File: src/rtl/mw_wral_pkg.sv
package mw_wral_pkg;

  typedef enum logic [2:0] {
    ST_IDLE,
    ST_OPC,
    ST_ADDR,
    ST_DATA,
    ST_ARMED,
    ST_RDUMMY,
    ST_RDATA,
    ST_DONE
  } busState_t;

  typedef struct packed {
    logic shiftData;
    logic eraseAll;
    logic fillAll;
    logic loadRead;
    logic shiftRead;
  } dpStrobes_t;

  localparam logic [1:0] OPC_MISC = 2'b00;
  localparam logic [1:0] OPC_READ = 2'b10;
  localparam logic [1:0] SUB_DIS  = 2'b00;
  localparam logic [1:0] SUB_WRAL = 2'b01;
  localparam logic [1:0] SUB_EN   = 2'b11;

endpackage

File: src/rtl/mw_wral_array.sv
module mw_wral_array
  import mw_wral_pkg::*;
#(
  parameter int DATA_W = 16,
  parameter int DEPTH  = 16,
  localparam int IDX_W = $clog2(DEPTH)
) (
  input  logic             clk,
  input  logic             rstN,
  input  dpStrobes_t       strobes,
  input  logic             diSync,
  input  logic [IDX_W-1:0] readIdx,
  output logic             readBit
);

  logic [DATA_W-1:0] dataSr;
  logic [DATA_W-1:0] readSr;
  logic [DATA_W-1:0] memQ [DEPTH];

  // incoming word for write-all, filled one bit per strobe
  always_ff @(posedge clk) begin
    if (!rstN) begin
      dataSr <= '0;
    end else if (strobes.shiftData) begin
      dataSr <= {dataSr[DATA_W-2:0], diSync};
    end
  end

  // every word has its own register; erase and fill reach all of them together
  for (genvar w = 0; w < DEPTH; w++) begin : g_word
    always_ff @(posedge clk) begin
      if (!rstN) begin
        memQ[w] <= '0;
      end else if (strobes.eraseAll) begin
        memQ[w] <= '1;
      end else if (strobes.fillAll) begin
        memQ[w] <= dataSr;
      end
    end
  end

  // read path: parallel load, then shift left, one bit per serial clock
  always_ff @(posedge clk) begin
    if (!rstN) begin
      readSr <= '0;
    end else if (strobes.loadRead) begin
      readSr <= memQ[readIdx];
    end else if (strobes.shiftRead) begin
      readSr <= {readSr[DATA_W-2:0], 1'b0};
    end
  end

  assign readBit = readSr[DATA_W-1];

  AST_ONE_ARRAY_OP: assert property (@(posedge clk) disable iff (!rstN)
    $onehot0({strobes.eraseAll, strobes.fillAll, strobes.loadRead}));
  AST_FILL_UNIFORM: assert property (@(posedge clk) disable iff (!rstN)
    strobes.fillAll |=> (memQ[0] == memQ[DEPTH-1]));
  AST_ARRAY_ONLY_BY_STROBE: assert property (@(posedge clk) disable iff (!rstN)
    !(strobes.eraseAll || strobes.fillAll) |=> $stable(memQ[0]));

endmodule

File: src/rtl/mw_wral_seq.sv
module mw_wral_seq
  import mw_wral_pkg::*;
#(
  parameter int DATA_W         = 16,
  parameter int ADDR_W         = 8,
  parameter int DEPTH          = 16,
  parameter int WRITE_CYCLES   = 200,
  parameter int CSL_MIN_CYCLES = 13,
  parameter int SYNC_STAGES    = 2,
  parameter bit START_ON_CLK   = 1'b0,
  localparam int IDX_W  = $clog2(DEPTH),
  localparam int MAXLEN = (DATA_W > ADDR_W) ? DATA_W : ADDR_W,
  localparam int CNT_W  = $clog2(MAXLEN),
  localparam int BUSY_W = $clog2(WRITE_CYCLES + 1),
  localparam int CSL_W  = $clog2(CSL_MIN_CYCLES + 1)
) (
  input  logic             clk,
  input  logic             rstN,
  input  logic             csIn,
  input  logic             sclkIn,
  input  logic             diIn,
  input  logic             readBit,
  output dpStrobes_t       strobes,
  output logic             diSync,
  output logic [IDX_W-1:0] readIdx,
  output logic             doOut,
  output logic             doOe
);

  localparam logic [CNT_W-1:0]  OPC_LAST  = CNT_W'(1);
  localparam logic [CNT_W-1:0]  ADDR_LAST = CNT_W'(ADDR_W - 1);
  localparam logic [CNT_W-1:0]  DATA_LAST = CNT_W'(DATA_W - 1);
  localparam logic [BUSY_W-1:0] BUSY_LOAD = BUSY_W'(WRITE_CYCLES);
  localparam logic [CSL_W-1:0]  CSL_MIN   = CSL_W'(CSL_MIN_CYCLES);

  logic [SYNC_STAGES-1:0] csPipe, sclkPipe, diPipe;
  logic csQ, sclkQ, diQ, csPrev, sclkPrev;
  logic sclkRise, csFall, csRise;
  busState_t state;
  logic [CNT_W-1:0] bitCnt;
  logic [1:0] opcSr;
  logic [ADDR_W-1:0] addrSr, nextAddr;
  logic addrLast, dataLast, rdLast;
  logic wenQ;
  logic [BUSY_W-1:0] busyCnt;
  logic busy, cycleStart, startBit;
  logic [CSL_W-1:0] cslCnt;
  logic statusValid, statusOn, clrPend;
  logic readDrive;

  // bring the bus pins into the clk domain, equal depth keeps them aligned
  always_ff @(posedge clk) begin
    if (!rstN) begin
      csPipe   <= '0;
      sclkPipe <= '0;
      diPipe   <= '0;
      csPrev   <= 1'b0;
      sclkPrev <= 1'b0;
    end else begin
      csPipe   <= {csPipe[SYNC_STAGES-2:0], csIn};
      sclkPipe <= {sclkPipe[SYNC_STAGES-2:0], sclkIn};
      diPipe   <= {diPipe[SYNC_STAGES-2:0], diIn};
      csPrev   <= csQ;
      sclkPrev <= sclkQ;
    end
  end

  assign csQ      = csPipe[SYNC_STAGES-1];
  assign sclkQ    = sclkPipe[SYNC_STAGES-1];
  assign diQ      = diPipe[SYNC_STAGES-1];
  assign diSync   = diQ;
  assign sclkRise = sclkQ && !sclkPrev && csQ;
  assign csFall   = csPrev && !csQ;
  assign csRise   = csQ && !csPrev;

  assign nextAddr = {addrSr[ADDR_W-2:0], diQ};
  assign readIdx  = nextAddr[IDX_W-1:0];
  assign addrLast = (state == ST_ADDR) && (bitCnt == ADDR_LAST);
  assign dataLast = (state == ST_DATA) && (bitCnt == DATA_LAST);
  assign rdLast   = (state == ST_RDATA) && (bitCnt == DATA_LAST);
  assign busy     = (busyCnt != '0);
  assign startBit = sclkRise && (state == ST_IDLE) && diQ && !busy;

  // the variant parameter picks which event launches the timed cycle
  if (START_ON_CLK) begin : g_start_clk
    assign cycleStart = !busy && wenQ && sclkRise && dataLast;
  end else begin : g_start_cs
    assign cycleStart = !busy && wenQ && csFall && (state == ST_ARMED);
  end

  always_comb begin
    strobes           = '0;
    strobes.shiftData = sclkRise && (state == ST_DATA);
    strobes.eraseAll  = cycleStart;
    strobes.fillAll   = (busyCnt == BUSY_W'(1));
    strobes.loadRead  = sclkRise && addrLast && (opcSr == OPC_READ);
    strobes.shiftRead = sclkRise && (state == ST_RDATA) && !rdLast;
  end

  // command framing
  always_ff @(posedge clk) begin
    if (!rstN) begin
      state  <= ST_IDLE;
      bitCnt <= '0;
      opcSr  <= '0;
      addrSr <= '0;
      wenQ   <= 1'b0;
    end else if (csFall) begin
      state <= ST_IDLE;
    end else if (sclkRise) begin
      unique case (state)
        ST_IDLE: begin
          if (diQ && !busy) begin
            state  <= ST_OPC;
            bitCnt <= '0;
          end
        end
        ST_OPC: begin
          opcSr <= {opcSr[0], diQ};
          if (bitCnt == OPC_LAST) begin
            state  <= ST_ADDR;
            bitCnt <= '0;
          end else begin
            bitCnt <= bitCnt + 1'b1;
          end
        end
        ST_ADDR: begin
          addrSr <= nextAddr;
          if (addrLast) begin
            bitCnt <= '0;
            if (opcSr == OPC_READ) begin
              state <= ST_RDUMMY;
            end else if (opcSr == OPC_MISC) begin
              unique case (nextAddr[ADDR_W-1 -: 2])
                SUB_WRAL: state <= ST_DATA;
                SUB_EN: begin
                  wenQ  <= 1'b1;
                  state <= ST_DONE;
                end
                SUB_DIS: begin
                  wenQ  <= 1'b0;
                  state <= ST_DONE;
                end
                default: state <= ST_DONE;
              endcase
            end else begin
              state <= ST_DONE;
            end
          end else begin
            bitCnt <= bitCnt + 1'b1;
          end
        end
        ST_DATA: begin
          if (dataLast) begin
            state <= START_ON_CLK ? ST_DONE : ST_ARMED;
          end else begin
            bitCnt <= bitCnt + 1'b1;
          end
        end
        ST_RDUMMY: begin
          state  <= ST_RDATA;
          bitCnt <= '0;
        end
        ST_RDATA: begin
          if (rdLast) begin
            state <= ST_DONE;
          end else begin
            bitCnt <= bitCnt + 1'b1;
          end
        end
        default: ;
      endcase
    end
  end

  // self-timed cycle, runs on clk alone
  always_ff @(posedge clk) begin
    if (!rstN) begin
      busyCnt <= '0;
    end else if (cycleStart) begin
      busyCnt <= BUSY_LOAD;
    end else if (busy) begin
      busyCnt <= busyCnt - 1'b1;
    end
  end

  // length of the current chip select low phase, saturating
  always_ff @(posedge clk) begin
    if (!rstN) begin
      cslCnt <= '0;
    end else if (csQ) begin
      cslCnt <= '0;
    end else if (cslCnt != CSL_MIN) begin
      cslCnt <= cslCnt + 1'b1;
    end
  end

  // ready/busy indication: armed by a long enough low phase, cleared by a start bit
  always_ff @(posedge clk) begin
    if (!rstN) begin
      statusValid <= 1'b0;
      clrPend     <= 1'b0;
    end else if (cycleStart) begin
      statusValid <= 1'b1;
      clrPend     <= 1'b0;
    end else if (csFall) begin
      if (clrPend) statusValid <= 1'b0;
      clrPend <= 1'b0;
    end else if (startBit) begin
      clrPend <= 1'b1;
    end
  end

  always_ff @(posedge clk) begin
    if (!rstN) begin
      statusOn <= 1'b0;
    end else if (csRise) begin
      statusOn <= statusValid && (cslCnt >= CSL_MIN);
    end else if (csFall && clrPend && !cycleStart) begin
      statusOn <= 1'b0;
    end
  end

  assign readDrive = (state == ST_RDUMMY) || (state == ST_RDATA);
  assign doOe      = csQ && (readDrive || statusOn);
  assign doOut     = readDrive ? ((state == ST_RDATA) && readBit) : !busy;

  AST_BUSY_RUNS: assert property (@(posedge clk) disable iff (!rstN)
    busy && !strobes.fillAll |=> busy);
  AST_FILL_ENDS_CYCLE: assert property (@(posedge clk) disable iff (!rstN)
    strobes.fillAll |=> !busy);
  AST_IGNORE_WHILE_BUSY: assert property (@(posedge clk) disable iff (!rstN)
    busy |-> (state == ST_IDLE || state == ST_DONE));
  AST_STATUS_NEEDS_CYCLE: assert property (@(posedge clk) disable iff (!rstN)
    statusOn |-> statusValid);
  AST_WEN_BY_COMMAND: assert property (@(posedge clk) disable iff (!rstN)
    !$stable(wenQ) |-> $past(state == ST_ADDR));
  AST_CYCLE_NEEDS_WEN: assert property (@(posedge clk) disable iff (!rstN)
    $rose(busy) |-> wenQ);

endmodule

File: src/rtl/mw_wral_ctrl.sv
module mw_wral_ctrl
  import mw_wral_pkg::*;
#(
  parameter int DATA_W         = 16,
  parameter int ADDR_W         = 8,
  parameter int DEPTH          = 16,
  parameter int WRITE_CYCLES   = 200,
  parameter int CSL_MIN_CYCLES = 13,
  parameter int SYNC_STAGES    = 2,
  parameter bit START_ON_CLK   = 1'b0,
  localparam int IDX_W = $clog2(DEPTH)
) (
  input  logic clk,
  input  logic rstN,
  input  logic csIn,
  input  logic sclkIn,
  input  logic diIn,
  output logic doOut,
  output logic doOe
);

  dpStrobes_t       strobes;
  logic             diSync;
  logic             readBit;
  logic [IDX_W-1:0] readIdx;

  mw_wral_seq #(
    .DATA_W         (DATA_W),
    .ADDR_W         (ADDR_W),
    .DEPTH          (DEPTH),
    .WRITE_CYCLES   (WRITE_CYCLES),
    .CSL_MIN_CYCLES (CSL_MIN_CYCLES),
    .SYNC_STAGES    (SYNC_STAGES),
    .START_ON_CLK   (START_ON_CLK)
  ) u_seq (
    .clk     (clk),
    .rstN    (rstN),
    .csIn    (csIn),
    .sclkIn  (sclkIn),
    .diIn    (diIn),
    .readBit (readBit),
    .strobes (strobes),
    .diSync  (diSync),
    .readIdx (readIdx),
    .doOut   (doOut),
    .doOe    (doOe)
  );

  mw_wral_array #(
    .DATA_W (DATA_W),
    .DEPTH  (DEPTH)
  ) u_array (
    .clk     (clk),
    .rstN    (rstN),
    .strobes (strobes),
    .diSync  (diSync),
    .readIdx (readIdx),
    .readBit (readBit)
  );

endmodule

File: config.mk
export PLATFORM = sky130hd
export DESIGN_NAME = mw_wral_ctrl
export DESIGN_NICKNAME = d
export VERILOG_FILES = /design/src/rtl/mw_wral_pkg.sv /design/src/rtl/mw_wral_array.sv /design/src/rtl/mw_wral_seq.sv /design/src/rtl/mw_wral_ctrl.sv
export SDC_FILE = /design/constraint.sdc
export NUM_CORES = 1
export LEC_CHECK = 0
export BUFFER_PORTS_ARGS = -buffer_cell sky130_fd_sc_hd__buf_2
export CAP_MARGIN = 20
export CELL_PAD_IN_SITES_DETAIL_PLACEMENT = 1
export CELL_PAD_IN_SITES_GLOBAL_PLACEMENT = 1
export CORE_UTILIZATION = 50
export DETAILED_ROUTE_END_ITERATION = 8
export PLACE_DENSITY_LB_ADDON = 0.1
export SKIP_CTS_REPAIR_TIMING = 1
export SYNTH_ARGS = -nofsm -noshare
export SYNTH_HDL_FRONTEND = slang
export SYNTH_SLANG_ARGS = --single-unit
File: constraint.sdc
create_clock -name clk -period 2.6 [get_ports clk]
set_input_delay 0.52 -clock clk [delete_from_list [all_inputs] [get_ports clk]]
set_output_delay 0.52 -clock clk [all_outputs]
set_load 0.005 [all_outputs]
==> qor.yml <==
dieArea_sq_um: 10200
cp-startpoint: "u_seq.busyCnt[0]$_SDFFE_PP0P_"
n_antenna_cell: 0
period_share_pct: 93.9
syn-num-nets: 476
synth-main-ff-cell: "dfxtp_1"
cts_buffers: 9
synth.area.mux_share_pct: 5.75
multi_input_area_sq_um: 2340
area_growth_pct: 7.22
cp-start-kind: "register"
top_usage_layer: "met2"
fin_nets: 480
grtUsageMet3_pct: 4.76
initial_core_util_pct: 52.5
ys_ff_latch: 104
ys_types: 56
grt_max_degree: 33
ir_drop_uv: 424
cts_tree: "done"
synth_compound_area_share_pct: 20.0
slew_headroom_pct: 60.5
critPathKind: "reg -> out"
dp_hpwl_mm: 6.97
end_kind: "primary output"
maxCapViolCount: 0
place_ws_ns: 0.343
synthSimpleGateAreaFrac_pct: 17.5
gp_congestion: 0.765
yosysSeqAreaShare_pct: 48.8
register_area_sq_um: 2400
drtIter0Drc: 98
outcome: "completed"
leakage_nw: 2.18
worstPathRequired_ns: 2.08
row_count: 35
dp_cells: 582
placed_area_sq_um: 5070
synth_area_sq_um: 4920
setup_tns_ns: 0
yosys.area_share.adder_pct: 2.54
p_per_area_nw_per_um2: 671
drc: 0
ys_warn_count: 0
setup_slack_ns: 0.158
antenna_found_initial: 0
synth_cells: 461
first_global_vias: 3298
vias: 3339
use_met1_pct: 30.0
tightest_slew_ns: 0.593
grt_use_total_pct: 21.0
reg2regPathDepth: 8
timing.rr.end: "u_seq.state[0]$_SDFFE_PP0P_"
core_sq_um: 9370
root_buffer: "clkbuf_8"
grt-ovfl-total: 0
instances_no_fill: 599
wl_mm: 9.93
synth_xor_area_share_pct: 1.07
synth_edf_count: 32
ant_nets: 0
die_w_um: 101
fmax_mhz: 410
arrival_ns: 1.92
io_pins: 7
setup_viol: 0
hold_violations: 0
port-buffer-count: 6
endpoint: "doOut"
critPathMaxFanout: 8
finClkSkew_ns: 0.0158
hp-class: "in -> reg"
fp.dieH_um: 101
synth_top_family_by_area: "compound AO/OA/AOI/OAI gates"
cts.sink_count: 104
regToRegStartpoint: "u_seq.busyCnt[0]$_SDFFE_PP0P_"
postLayoutCellArea_sq_um: 5270
layout-drive-gt1-share_pct: 17.9
grt_first_pass_wirelength_mm: 16.5
rrSetupSlack_ns: 0.44
slew_viol_final: 0
avgSynthCellArea_sq_um: 10.7
clk_latency_ns: 0.37
htreeDepth: 3
detail_route.first_pass.iterations: 4
wire_per_inst_um: 16.6
fillers: 1067
min_period_ns: 2.44
via_per_inst: 5.57
grt_use_met2_pct: 32.1
async_flop_share_pct: 0
clk_pin_slew_ns: 0.11
clock_path_buffers: 2
-- sequential cells by signal (all words and copies together), names as in the netlist --
| name | flops |
|---|---|
| u_seq.busyCnt | 8 |
| u_seq.clrPend | 1 |
| u_seq.sclkPrev | 1 |
| u_seq.csPrev | 1 |
| u_seq.statusOn | 1 |
| u_seq.state | 3 |
| u_seq.csPipe | 2 |
| u_seq.statusValid | 1 |
| u_seq.opcSr | 2 |
| u_seq.bitCnt | 4 |
| u_array.memQ | 32 |
| u_array.readSr | 16 |
| u_seq.cslCnt | 4 |
| u_seq.addrSr | 7 |
| u_seq.sclkPipe | 2 |
| u_seq.wenQ | 1 |
| u_array.dataSr | 16 |
| u_seq.diPipe | 2 |
-- critical path, cell delays in order, from the launching register on --
cell and delay (ns):
dfxtp_1 0.37, inv_1 0.12, ha_2 0.22, nor3b_4 0.22, nand2_1 0.12, buf_4 0.21
o22ai_1 0.14, buf_2 0.14
-- kinds of logic after synthesis --
kind of cell	after synthesis
compound gates	117
xor+xnor	6
fa+ha+maj	10
buf+inv	40
flops	104
mux	28
simple gates	156
-- power breakdown --
part | leakage [nW] | internal (mW) | switching, mW
Sequential | 0.917 | 1.83 | 0.120
Clock | 0.0950 | 0.365 | 0.576
Combinational | 1.16 | 0.271 | 0.374
Total | 2.18 | 2.47 | 1.07
-- Yosys cell counts (all sizes together), types with 3 or more instances --
| master | instances | share of area (%) |
|---|---|---|
| a21oi | 29 | 3.0 |
| inv | 10 | 0.76 |
| nand2 | 42 | 3.2 |
| or2 | 3 | 0.38 |
| nand2b | 5 | 0.64 |
| xor2 | 4 | 0.71 |
| o21ai | 3 | 0.31 |
| dfxtp | 72 | 29 |
| and2 | 10 | 1.3 |
| nor3 | 6 | 0.71 |
| nor2 | 34 | 2.6 |
| a21o | 32 | 4.9 |
| nand4 | 3 | 0.38 |
| nor2b | 18 | 2.3 |
| nand3b | 7 | 1.3 |
| buf | 13 | 2.1 |
| edfxtp | 32 | 20 |
| a311oi | 3 | 0.89 |
| nand3 | 8 | 0.81 |
| ha | 10 | 2.5 |
| a211oi | 32 | 7.7 |
| a41oi | 3 | 0.69 |
| clkbuf | 17 | 1.3 |
| and3 | 3 | 0.38 |
| nor3b | 3 | 0.46 |
| mux2i | 26 | 5.3 |
| or3 | 3 | 0.38 |
-- per-layer routing --
metal	part of all wire (%)	routed length, um
met3	2.0	194
met5	0	0
met2	46	4610
met1	51	5080
met4	0.49	49
-- per-stage QoR --
| step | util (%) | power [mW] | hold WS [ns] |
|---|---|---|---|
| final | 56.3 | 3.54 | 0.346 |
| after global routing | 56.3 | 3.72 | 0.336 |
| after CTS | 56.0 | 3.52 | 0.333 |
| after detailed placement | 54.1 | 2.58 | 0.427 |
| after global placement | 54.1 | 2.55 | 0.413 |
| after floorplan | - | 2.38 | 0.412 |
-- cells in the final DEF (no fill, tap or decap), types with 3 or more instances in the layout --
cell and count:
edfxtp_1 32, and2_1 10, o21ai_0 3, clkbuf_8 9
nor2_1 33, buf_4 17, a21oi_1 29, dfxtp_1 72
nand3b_1 6, a21o_1 32, nand2b_1 5, inv_6 3
nand3_1 8, and3_1 3, a211oi_1 4, nor3_1 5
nor2b_1 18, buf_2 6, ha_1 9, nand4_1 3
nand2_1 42, mux2i_1 26, or3_1 3, inv_1 10
xor2_1 4, a211oi_2 28
-- cell type report --
type	instances	share of cell area (%)
clock inverters	6	0.949
well taps	129	3.06
inverters	10	0.712
repair buffers	23	2.99
flip-flops and latches	104	45.6
clock buffers	10	2.42
multi-input cells	317	44.3
-- how the worst min path moves through the flow --
stage,slack (ns),startpoint,cells after the start,to
CTS,0.33,diIn,2,u_seq.diPipe[0]$_SDFF_PN0_
floorplan,0.41,u_seq.csPipe[0]$_SDFF_PN0_,1,u_seq.csPipe[1]$_SDFF_PN0_
finish,0.35,diIn,2,u_seq.diPipe[0]$_SDFF_PN0_
global placement,0.41,u_seq.sclkPipe[0]$_SDFF_PN0_,1,u_seq.sclkPipe[1]$_SDFF_PN0_
global route,0.34,csIn,2,u_seq.csPipe[0]$_SDFF_PN0_
detailed placement,0.43,u_seq.csPipe[0]$_SDFF_PN0_,1,u_seq.csPipe[1]$_SDFF_PN0_
No activity file was read; power rests on OpenSTA's default activity.
